**src/rtl/cla16_pkg.sv**
```systemverilog
`timescale 1ns/1ps
package cla16_pkg;

  // Widest flat lookahead supported by the helpers below
  localparam int LA_MAX = 8;

  typedef struct packed {
    logic prop;
    logic gen;
  } grp_pg_t;

  // Carry into position k of a lookahead span, as a flat sum of products:
  // cin & p[0..k-1]  |  OR over j<k of ( g[j] & p[j+1..k-1] )
  function automatic logic la_carry(input logic [LA_MAX-1:0] g,
                                    input logic [LA_MAX-1:0] p,
                                    input logic cin,
                                    input int k);
    logic res;
    logic term;
    res = cin;
    for (int i = 0; i < LA_MAX; i++) begin
      if (i < k) res = res & p[i];
    end
    for (int j = 0; j < LA_MAX; j++) begin
      if (j < k) begin
        term = g[j];
        for (int i = 0; i < LA_MAX; i++) begin
          if (i > j && i < k) term = term & p[i];
        end
        res = res | term;
      end
    end
    return res;
  endfunction

  // Condense n bits into a group propagate / generate pair
  function automatic grp_pg_t la_group_pg(input logic [LA_MAX-1:0] g,
                                          input logic [LA_MAX-1:0] p,
                                          input int n);
    grp_pg_t r;
    r.prop = 1'b1;
    for (int i = 0; i < LA_MAX; i++) begin
      if (i < n) r.prop = r.prop & p[i];
    end
    r.gen = la_carry(g, p, 1'b0, n);
    return r;
  endfunction

  function automatic logic sum_bit(input logic a, input logic b, input logic c);
    return a ^ b ^ c;
  endfunction

endpackage

```
**src/rtl/cla_bit_pg.sv**
```systemverilog
`timescale 1ns/1ps
module cla_bit_pg #(
  parameter int W = 4
) (
  input  logic [W-1:0] a_i,
  input  logic [W-1:0] b_i,
  output logic [W-1:0] gen_o,
  output logic [W-1:0] prop_o
);
  for (genvar i = 0; i < W; i++) begin : g_bit
    assign gen_o[i]  = a_i[i] & b_i[i];
    assign prop_o[i] = a_i[i] | b_i[i];
  end
endmodule

```
**src/rtl/cla_group.sv**
```systemverilog
`timescale 1ns/1ps
module cla_group
  import cla16_pkg::*;
#(
  parameter int GW = 4
) (
  input  logic [GW-1:0] a_i,
  input  logic [GW-1:0] b_i,
  input  logic          cin_i,
  output logic [GW-1:0] sum_o,
  output logic          grp_prop_o,
  output logic          grp_gen_o
);
  logic [GW-1:0] gen_w;
  logic [GW-1:0] prop_w;
  logic [GW-1:0] carry_w;
  grp_pg_t       pg_w;

  cla_bit_pg #(.W(GW)) u_pg (
    .a_i    (a_i),
    .b_i    (b_i),
    .gen_o  (gen_w),
    .prop_o (prop_w)
  );

  // First tier: every bit carry straight from the group carry-in
  for (genvar k = 0; k < GW; k++) begin : g_carry
    assign carry_w[k] = la_carry(LA_MAX'(gen_w), LA_MAX'(prop_w), cin_i, k);
    assign sum_o[k]   = sum_bit(a_i[k], b_i[k], carry_w[k]);
  end

  assign pg_w       = la_group_pg(LA_MAX'(gen_w), LA_MAX'(prop_w), GW);
  assign grp_prop_o = pg_w.prop;
  assign grp_gen_o  = pg_w.gen;
endmodule

```
**src/rtl/cla_lookahead_unit.sv**
```systemverilog
`timescale 1ns/1ps
module cla_lookahead_unit
  import cla16_pkg::*;
#(
  parameter int NG = 4
) (
  input  logic [NG-1:0] grp_prop_i,
  input  logic [NG-1:0] grp_gen_i,
  input  logic          cin_i,
  output logic [NG:0]   grp_carry_o
);
  // Second tier: carry into each group and out of the top one
  for (genvar k = 0; k <= NG; k++) begin : g_gc
    assign grp_carry_o[k] = la_carry(LA_MAX'(grp_gen_i), LA_MAX'(grp_prop_i), cin_i, k);
  end
endmodule

```
**src/rtl/cla16_adder.sv**
```systemverilog
`timescale 1ns/1ps
module cla16_adder #(
  parameter int GROUP_W    = 4,
  parameter int NUM_GROUPS = 4
) (
  input  logic [15:0] a_i,
  input  logic [15:0] b_i,
  input  logic        c0_i,
  output logic [15:0] sum_o,
  output logic        cout_o
);
  localparam int WIDTH = GROUP_W * NUM_GROUPS;

  // Named internal events, observed by the bound checker
  logic [NUM_GROUPS-1:0] grp_prop;
  logic [NUM_GROUPS-1:0] grp_gen;
  logic [NUM_GROUPS:0]   grp_cin;
  logic [WIDTH-1:0]      a_w;
  logic [WIDTH-1:0]      b_w;
  logic [WIDTH-1:0]      sum_w;

  assign a_w = a_i;
  assign b_w = b_i;

  for (genvar k = 0; k < NUM_GROUPS; k++) begin : g_grp
    cla_group #(.GW(GROUP_W)) u_grp (
      .a_i        (a_w[k*GROUP_W +: GROUP_W]),
      .b_i        (b_w[k*GROUP_W +: GROUP_W]),
      .cin_i      (grp_cin[k]),
      .sum_o      (sum_w[k*GROUP_W +: GROUP_W]),
      .grp_prop_o (grp_prop[k]),
      .grp_gen_o  (grp_gen[k])
    );
  end

  cla_lookahead_unit #(.NG(NUM_GROUPS)) u_la (
    .grp_prop_i  (grp_prop),
    .grp_gen_i   (grp_gen),
    .cin_i       (c0_i),
    .grp_carry_o (grp_cin)
  );

  assign sum_o  = sum_w;
  assign cout_o = grp_cin[NUM_GROUPS];
endmodule

```
**config.mk**
```make
export PLATFORM = sky130hd
export DESIGN_NAME = cla16_adder
export DESIGN_NICKNAME = d
export VERILOG_FILES = /design/src/rtl/cla16_pkg.sv /design/src/rtl/cla_bit_pg.sv /design/src/rtl/cla_group.sv /design/src/rtl/cla_lookahead_unit.sv /design/src/rtl/cla16_adder.sv
export SDC_FILE = /design/constraint.sdc
export NUM_CORES = 1
export LEC_CHECK = 0
export ABC_AREA = 1
export BUFFER_PORTS_ARGS = -buffer_cell sky130_fd_sc_hd__buf_2
export CAP_MARGIN = 10
export CELL_PAD_IN_SITES_DETAIL_PLACEMENT = 1
export CELL_PAD_IN_SITES_GLOBAL_PLACEMENT = 1
export CORE_MARGIN = 1.5
export CORE_UTILIZATION = 28
export DETAILED_ROUTE_END_ITERATION = 7
export PLACE_DENSITY = 0.73
export SLEW_MARGIN = 40
export SYNTH_ARGS = -nofsm -noshare
export SYNTH_HDL_FRONTEND = slang
export SYNTH_SLANG_ARGS = --single-unit
```
**constraint.sdc**
```tcl
create_clock -name vclk -period 3.9
set_input_delay 1.17 -clock vclk [all_inputs]
set_output_delay 1.17 -clock vclk [all_outputs]
set_load 0.05 [all_outputs]
```
==> results of run 1 <==
## final cells by class
cell class                      count  area, µm²  share of cell area (%)
Inverter                           54        235                    11.5
Multi-Input combinational cell    104       1230                    60.0
Tap cell                           48       60.1                    2.93
Timing Repair Buffer               62        524                    25.6
## worst min-delay path by stage
stage	from	to	slack, ns	cells after the start
2_1_floorplan	b_i[13]	sum_o[13]	2.72	3
3_3_place_gp	c0_i	sum_o[0]	2.84	3
3_5_place_dp	c0_i	sum_o[0]	2.84	3
4_1_cts	b_i[12]	sum_o[12]	2.81	3
5_1_grt	b_i[4]	sum_o[4]	2.82	3
6_report	b_i[4]	sum_o[4]	2.80	3
## metal layers
metal	vias to the layer above	wire length, µm
met1	535	1020
met5	-	0
met4	0	0
met2	24	1830
li1	569	-
met3	0	90
## where the power goes
part	switching [µW]	internal, µW	total (µW)
clock	0	0	0
combinational	262	175	437
sequential	0	0	0
total	262	175	437
## stage by stage
step / cells / utilization, % / total power [µW]
2_1_floorplan: 158 / - / 253
4_1_cts: 265 / 44.5 / 366
3_3_place_gp: 263 / 40.9 / 324
3_5_place_dp: 263 / 40.9 / 327
5_1_grt: 268 / 55.5 / 464
6_report: 268 / 55.5 / 437
## logic make-up after synthesis
kind of cell | synth area share [%]
AOI/OAI and AO/OA | 3.33
xor gates and xnor gates | 8.03
adders and majority gates | 44.0
buffers and inverters | 18.6
and+or+nand+nor | 26.0
## worst max-delay path, cell delays in order
cell                      delay [ns]
sky130_fd_sc_hd__buf_8          0.08
sky130_fd_sc_hd__inv_4          0.03
sky130_fd_sc_hd__ha_4           0.15
sky130_fd_sc_hd__inv_4          0.05
sky130_fd_sc_hd__nand3_4        0.07
sky130_fd_sc_hd__nor3_4         0.27
sky130_fd_sc_hd__buf_4          0.16
sky130_fd_sc_hd__nor2_2         0.04
sky130_fd_sc_hd__inv_1          0.06
sky130_fd_sc_hd__fa_2           0.45
sky130_fd_sc_hd__buf_6          0.17
## cell usage after synthesis
library cell,count,area [µm²]
sky130_fd_sc_hd__a21oi_2,3,26.3
sky130_fd_sc_hd__nand3_1,4,20.0
sky130_fd_sc_hd__xor2_1,7,61.3
sky130_fd_sc_hd__nand2_1,23,86.3
sky130_fd_sc_hd__nor2_1,9,33.8
sky130_fd_sc_hd__nor2_2,2,12.5
sky130_fd_sc_hd__a21oi_1,1,5.00
sky130_fd_sc_hd__nand2_2,7,43.8
sky130_fd_sc_hd__inv_2,5,18.8
sky130_fd_sc_hd__nand3b_1,1,7.51
sky130_fd_sc_hd__nor3_2,3,30.0
sky130_fd_sc_hd__nand3_2,3,30.0
sky130_fd_sc_hd__ha_1,32,400
sky130_fd_sc_hd__nand3b_4,1,20.0
sky130_fd_sc_hd__o21ai_0,1,5.00
sky130_fd_sc_hd__inv_1,49,184
sky130_fd_sc_hd__fa_1,4,80.1
sky130_fd_sc_hd__xnor2_1,3,26.3
## timing repair
action,in CTS,in global routing
setup endpoints to repair,10,12
resized for setup,36,107
pin swaps,10,30
buffers inserted,2,3
==> impl_results.md, run 1 <==
* Detail-routed net length per standard cell at between 10 and 15 µm
* Final Max Tran Viols at 0
* Crit share post-route at 99.5%
* Average via count per standard cell at ~4.2
* Status: complete, no violations
* Hold_ws at about 2.8 ns
* Per-instance average area after synthesis at about 6.9 µm²
* Busiest grt layer: met2
* Most common cell after layout, fill and taps aside: sky130_fd_sc_hd__inv_1
* Standard cell area after detailed placement at 1510 µm²
* I/O pin count at 50
* Critical setup path kind: primary input to output port
* Antenna Cells at 0
* Signed area change from the synthesized netlist to the final layout at 87.7%
* M3 GR Usage at less than 1%
* Sequential fraction of the synthesis area at 0%
* Relative slew margins at between 80% and 90%
* Synth cell types at 18
* Overall via count from detail_route at about 1,100
* Met2 layer usage reported by global route at about a quarter
* Number of nets in the finished design at 291
* Net count after synthesis at 227
* Final weighted congestion in routability-driven placement at around 0.67
* Number of fill cells in the layout at around 450
* Initial antenna violation count at 0
* Antenna Nets Post-Route at 0
* Pin count of the biggest net entering global routing at 5
* Final Worst Setup Slack at approximately 0.018 ns
* Register area at 0 µm²
* Final sequential cell count at 0
* Critical path required time at about 2.7 ns
* Total global routing track utilization at between 10% and 20%
* Most frequent cells in the layout: sky130_fd_sc_hd__inv_1 (31), sky130_fd_sc_hd__buf_2 (26), sky130_fd_sc_hd__buf_6 (17), sky130_fd_sc_hd__ha_1 (15)
* Worst slack after detailed placement at -0.197 ns
* Final design instance area without fill at roughly 2000 µm²
* Overflow left after global routing at 0
* Yosys synthesis warning count at 0
* RSZ-0062 raised after global routing: true
* DRC violation count after routing at 0
* Synthesized cell area at roughly 1100 µm²
* Max_cap viols at 0
* Number of hold-slack violations in the final timing report at 0
* Via count of the first global-routing pass at 1,037
* Type of destination of the critical path: output port
* Total power per unit cell area at 213 nW/µm²
* Initial Utilization at just under 30%
* HP Class: primary input to output port
* Count of clock buffers in the final design at 0
* Slew of the pin with the lowest slew margin at about 0.28 ns
* Worst Path Max Fanout at 3
* Final-layout setup total negative slack at 0 ns
* First-pass GRT wire length at around 3800 µm
* Synth Instances at about 160
* Core Area at between 3000 and 4000 µm²
* Tmin final at 3.88 ns
* Total of buffers placed on input and output ports at 50
* DRC marker count from the first detailed-route iteration at 10
* Critical path endpoint: sum_o[4]
* Share of post-route cells with drive strength above 1 at about two thirds
* Worst Setup SP: a_i[1]
* Met1 track demand over resource at between 10% and 20%
* Die X at 65.4 µm
* Number of rows created at floorplan at 22
* DP Wirelength at roughly 2100 µm
* Router iterations before antenna repair at 3
* Cts-stage hold buffer count at 0
* Total of endpoints with negative setup slack in the final report at 0
* Crit path DAT at 2.71 ns
* Vertical die dimension at approximately 65 µm
* Max Fclk at about 260 MHz
* Die Outline Area at roughly 4300 µm²
* Total Wirelength at slightly below 3000 µm
* Peak supply drop at roughly 0.15 mV
* Lkg Pwr at approximately 0.0010 µW
* Category of the worst setup path launch point: primary input
(Power assumes the default switching activity.)
==> run 2: changes to the inputs <==
Clock period 3.9 ns to 4.5 ns, I/O delays scaled along.
==> run 2 against run 1 <==
  * Die area stayed put
  * Critical path depth shrank 1
  * Non-clock buffer count fell by 12
  * Flip-flop and latch count unchanged
  * Utilization decreased by 17 points
  * Final cell count fell by 4.5%
  * Sequential share of layout area is the same
  * Count of clock-buffer cells in the layout is the same
  * Global-route usage rose by 0.36 points
  * Largest power group unchanged
  * Highest routed layer unchanged
==> impl_results.md, run 2 (synthesis gave the netlist of run 1 again) <==
* Overflow left after global routing at 0
* DRC violation count after routing at 0
* Antenna Nets Post-Route at 0
* Clock share of power at 0%
* Cts-stage hold buffer count at 0
* Router iterations before antenna repair at 4
* Most common cell after layout, fill and taps aside: sky130_fd_sc_hd__inv_1
* Die X at 65.4 µm
* Peak supply drop at approximately 0.1 mV
* Utilization after layout at approximately 39%
* Count of clock buffers in the final design at 0
* Number of nets in the finished design at roughly 280
* Most frequent cells in the layout: sky130_fd_sc_hd__inv_1 (49), sky130_fd_sc_hd__buf_2 (48), sky130_fd_sc_hd__ha_1 (32), sky130_fd_sc_hd__nand2_1 (23), sky130_fd_sc_hd__nor2_1 (9)
* Antenna Cells at 0
* Worst Setup SP: a_i[8]
* Number of fill cells in the layout at 514
* Initial antenna violation count at 0
* Met1 routed wirelength after detailed routing at 880 µm
* Final Worst Setup Slack at between 0.15 and 0.2 ns
* Final Max Tran Viols at 0
* Total Wirelength at ~2100 µm
* Total power per unit cell area at around 190 nW/µm²
* DR WL met3 at 66 µm
* Status: complete, no violations
* Crit path DAT at between 2 and 3 ns
* P_sw at roughly 190 µW
* Critical path required time at roughly 3.2 ns
* Relative contribution of sequential cells to total power at 0%
* Final sequential cell count at 0
* Die Outline Area at 4280 µm²
* Slew of the pin with the lowest slew margin at 0.292 ns
* First-pass GRT wire length at slightly below 4000 µm
* Lkg Pwr at 0.000920 µW
* Average via count per standard cell at roughly 4
* Total of buffers placed on input and output ports at 50
* DRC marker count from the first detailed-route iteration at 5
* Critical path endpoint: sum_o[12]
* Fraction of power spent switching nets at a little over two thirds
* Number of hold-slack violations in the final timing report at 0
* Via count of the first global-routing pass at roughly 1,000
* Signed area change from the synthesized netlist to the final layout at 30.2%
* Max_cap viols at 0
* Final weighted congestion in routability-driven placement at a little under 0.7
* HP Class: primary input to output port
* Share of post-route cells with drive strength above 1 at about 37%
* Hold depth at 3
* Total global routing track utilization at between 10 and 15%
* Internal power at approximately 80 µW
* DP Wirelength at about 2100 µm
* Total of endpoints with negative setup slack in the final report at 0
* Final-layout setup total negative slack at 0 ns
* I/O pin count at 50
* Type of destination of the critical path: output port
* Critical setup path kind: primary input to output port
* Register area at 0 µm²
* Worst Path Max Fanout at 3
* Worst slack after detailed placement at 0.0916 ns
* Total met2 wirelength after detailed routing at ~1200 µm
* Max Fclk at 231 MHz
* Number of resized instances in the post-cts repair step at 0
* Highest metal layer with signal wires: met3
* Number of setup buffers added after CTS at 0
* Detail-routed net length per standard cell at between 8 and 9 µm
* Final design instance area without fill at between 1000 and 1500 µm²
* Standard cell area after detailed placement at approximately 1400 µm²
* Core Area at between 3000 and 4000 µm²
* Overall via count from detail_route at a little over 1,000
* Tmin final at around 4.3 ns
* Pin count of the biggest net entering global routing at 5
* Logic gate share of total power at 100.0%
* Initial Utilization at 29.6%
* Number of rows created at floorplan at 22
* Relative slew margins at between 80% and 90%
* Category of the worst setup path launch point: primary input
* Crit share post-route at 96.1%
* RSZ-0062 raised after global routing: false
* Vertical die dimension at approximately 65 µm
-- run 2: worst min path at each step --
| stage | start | end | slack, ns |
|---|---|---|---|
| floorplan | b_i[13] | sum_o[13] | 3.08 |
| global placement | c0_i | sum_o[0] | 3.21 |
| detailed placement | c0_i | sum_o[0] | 3.21 |
| CTS | c0_i | sum_o[0] | 3.21 |
| global route | c0_i | sum_o[0] | 3.23 |
| finish | c0_i | sum_o[0] | 3.21 |
-- run 2: layer usage --
layer,vias to the layer above,GRT usage [%]
met5,-,0
met4,0,0
met3,0,0.171
met2,18,22.6
met1,466,13.0
li1,548,-
-- run 2: critical path, stage by stage --
cell	delay [ns]
sky130_fd_sc_hd__buf_2	0.12
sky130_fd_sc_hd__inv_1	0.05
sky130_fd_sc_hd__ha_1	0.19
sky130_fd_sc_hd__inv_2	0.06
sky130_fd_sc_hd__nand2_1	0.06
sky130_fd_sc_hd__nor3_2	0.23
sky130_fd_sc_hd__nand3_1	0.14
sky130_fd_sc_hd__nand3_2	0.12
sky130_fd_sc_hd__fa_2	0.43
sky130_fd_sc_hd__clkbuf_4	0.22
-- run 2: power groups by stage --
stage	logic [µW]	registers, µW	clock network [µW]
floorplan	208	0	0
global placement	264	0	0
detailed placement	266	0	0
CTS	267	0	0
global route	293	0	0
finish	268	0	0
-- run 2: area by class of cell --
class	instances	area [µm²]	area share, %
Multi-Input combinational cell	104	898	63.3
Timing Repair Buffer	50	259	18.2
Tap cell	48	60.1	4.23
Inverter	54	203	14.3
-- run 2: stage by stage --
stage | std cells | hold slack (ns) | power [µW]
3_5_place_dp | 256 | 3.21 | 266
2_1_floorplan | 158 | 3.08 | 208
5_1_grt | 256 | 3.23 | 293
4_1_cts | 256 | 3.21 | 267
6_report | 256 | 3.21 | 268
3_3_place_gp | 256 | 3.21 | 264
==> run 3: changes to the inputs <==
Clock period 4.5 ns to 5.5 ns, I/O delays scaled along.
==> run 3 against run 2 <==
  * Non-clock buffer count is the same
  * Global-route usage decreased by 1.5 points
  * Routed wire length shrank 4.0%
  * Setup slack better by 0.33 ns
  * Die area unchanged
  * Largest power group unchanged
  * Flip-flop and latch count unchanged
  * Via count decreased by 0.19%
  * Utilization shrank 0.51 points
  * Critical path depth increased by 1
==> impl_results.md, run 3 (synthesis gave the netlist of run 1 again) <==
* Slew of the pin with the lowest slew margin at between 0.2 and 0.3 ns
* Type of destination of the critical path: output port
* Pin count of the biggest net entering global routing at 5
* First-pass GRT wire length at 3450 µm
* DRC violation count after routing at 0
* Final weighted congestion in routability-driven placement at 0.697
* Number of rows created at floorplan at 22
* Crit share post-route at between 90% and 100%
* Crit path DAT at around 3.3 ns
* Final-layout setup total negative slack at 0 ns
* DRC marker count from the first detailed-route iteration at 6
* Register area at 0 µm²
* Share of post-route cells with drive strength above 1 at between 30% and 40%
* Die X at 65.4 µm
* Router iterations before antenna repair at 4
* Number of setup buffers added after CTS at 0
* Relative slew margins at about four fifths
* Total Wirelength at around 2100 µm
* Max Fclk at 200 MHz
* Number of hold-slack violations in the final timing report at 0
* Placed Cells incl. Taps at around 260
* Detail-routed net length per standard cell at approximately 8.1 µm
* Average via count per standard cell at ~4
* Via count of the first global-routing pass at ~950
* Initial Utilization at about 30%
* Die Outline Area at 4280 µm²
* Tmin final at between 4 and 5 ns
* Worst Path Max Fanout at 3
* Number of fill cells in the layout at between 500 and 600
* Critical setup path kind: primary input to output port
* Total power per unit cell area at 153 nW/µm²
* Peak supply drop at 0.0834 mV
* RSZ-0062 raised after global routing: false
* Standard cell area after detailed placement at 1400 µm²
* Overall via count from detail_route at a little over 1,000
* Most frequent cells in the layout: sky130_fd_sc_hd__buf_2 (50), sky130_fd_sc_hd__inv_1 (49), sky130_fd_sc_hd__ha_1 (32), sky130_fd_sc_hd__nand2_1 (23), sky130_fd_sc_hd__nor2_1 (9)
* Critical path required time at 3.85 ns
* Cts-stage hold buffer count at 0
* Number of resized instances in the post-cts repair step at 0
* Initial antenna violation count at 0
* Final Max Tran Viols at 0
* Non-Filler Instances at 256
* Most common cell after layout, fill and taps aside: sky130_fd_sc_hd__buf_2
* Signed area change from the synthesized netlist to the final layout at 28.4%
* Overflow left after global routing at 0
* Final design instance area without fill at around 1400 µm²
* Max_cap viols at 0
* Lkg Pwr at 0.000916 µW
* Total of buffers placed on input and output ports at 50
* Count of clock buffers in the final design at 0
* Antenna Nets Post-Route at 0
* Number of nets in the finished design at 279
* Core Area at 3690 µm²
* DP Wirelength at 2040 µm
* Total of endpoints with negative setup slack in the final report at 0
* Post-layout power at 214 µW
* Final sequential cell count at 0
* I/O pin count at 50
* Total global routing track utilization at roughly a tenth
* HP Class: primary input to output port
* Category of the worst setup path launch point: primary input
* Status: complete, no violations
* Vertical die dimension at about 65 µm
* Antenna Cells at 0
[run 3: changes by cell type in the layout (fill, tap and decap cells not counted)]
cell | before | now
sky130_fd_sc_hd__buf_2 | 48 | 50
sky130_fd_sc_hd__buf_6 | 1 | 0
sky130_fd_sc_hd__clkbuf_4 | 1 | 0
sky130_fd_sc_hd__fa_1 | 3 | 4
sky130_fd_sc_hd__fa_2 | 1 | 0
sky130_fd_sc_hd__xor2_1 | 6 | 7
sky130_fd_sc_hd__xor2_2 | 1 | 0
[run 3: where the power goes]
| part | total [µW] | internal (µW) | switching [µW] |
|---|---|---|---|
| combinational | 214 | 60.4 | 153 |
| sequential | 0 | 0 | 0 |
| clock | 0 | 0 | 0 |
[run 3: path summary, 6_finish.rpt]
kind  startpoint         to  slack, ns  cells after the start
max       a_i[7]  sum_o[13]       0.51                     11
min         c0_i   sum_o[0]       3.81                      3
[run 3: metrics by stage]
| stage | setup WS (ns) | utilization (%) | hold slack (ns) |
|---|---|---|---|
| 3_3_place_gp | 0.490 | 38.0 | 3.81 |
| 2_1_floorplan | 0.376 | - | 3.73 |
| 3_5_place_dp | 0.470 | 38.0 | 3.81 |
| 5_1_grt | 0.382 | 38.0 | 3.82 |
| 4_1_cts | 0.462 | 38.0 | 3.81 |
| 6_report | 0.508 | 38.0 | 3.81 |
[run 3: cell type report]
cell class / instances / area, µm² / area share (%)
inverters: 54 / 203 / 14.5
multi-input cells: 104 / 888 / 63.4
repair buffers: 50 / 250 / 17.9
well taps: 48 / 60.1 / 4.29
[run 3: worst max-delay path, cell delays in order]
cell and delay [ns]:
sky130_fd_sc_hd__buf_2 0.11, sky130_fd_sc_hd__inv_1 0.05, sky130_fd_sc_hd__ha_1 0.21, sky130_fd_sc_hd__inv_2 0.05, sky130_fd_sc_hd__a21oi_2 0.10, sky130_fd_sc_hd__nand2_1 0.10
sky130_fd_sc_hd__a21oi_2 0.14, sky130_fd_sc_hd__nand3_2 0.10, sky130_fd_sc_hd__fa_1 0.39, sky130_fd_sc_hd__xor2_1 0.16, sky130_fd_sc_hd__buf_2 0.28
[run 3: layer usage]
layer / share of wire [%] / up-vias / GRT usage (%)
li1: - / 551 / -
met1: 42 / 461 / 10.8
met2: 55 / 18 / 20.0
met3: 2.5 / 0 / 0
met4: 0 / 0 / 0
met5: 0 / - / 0
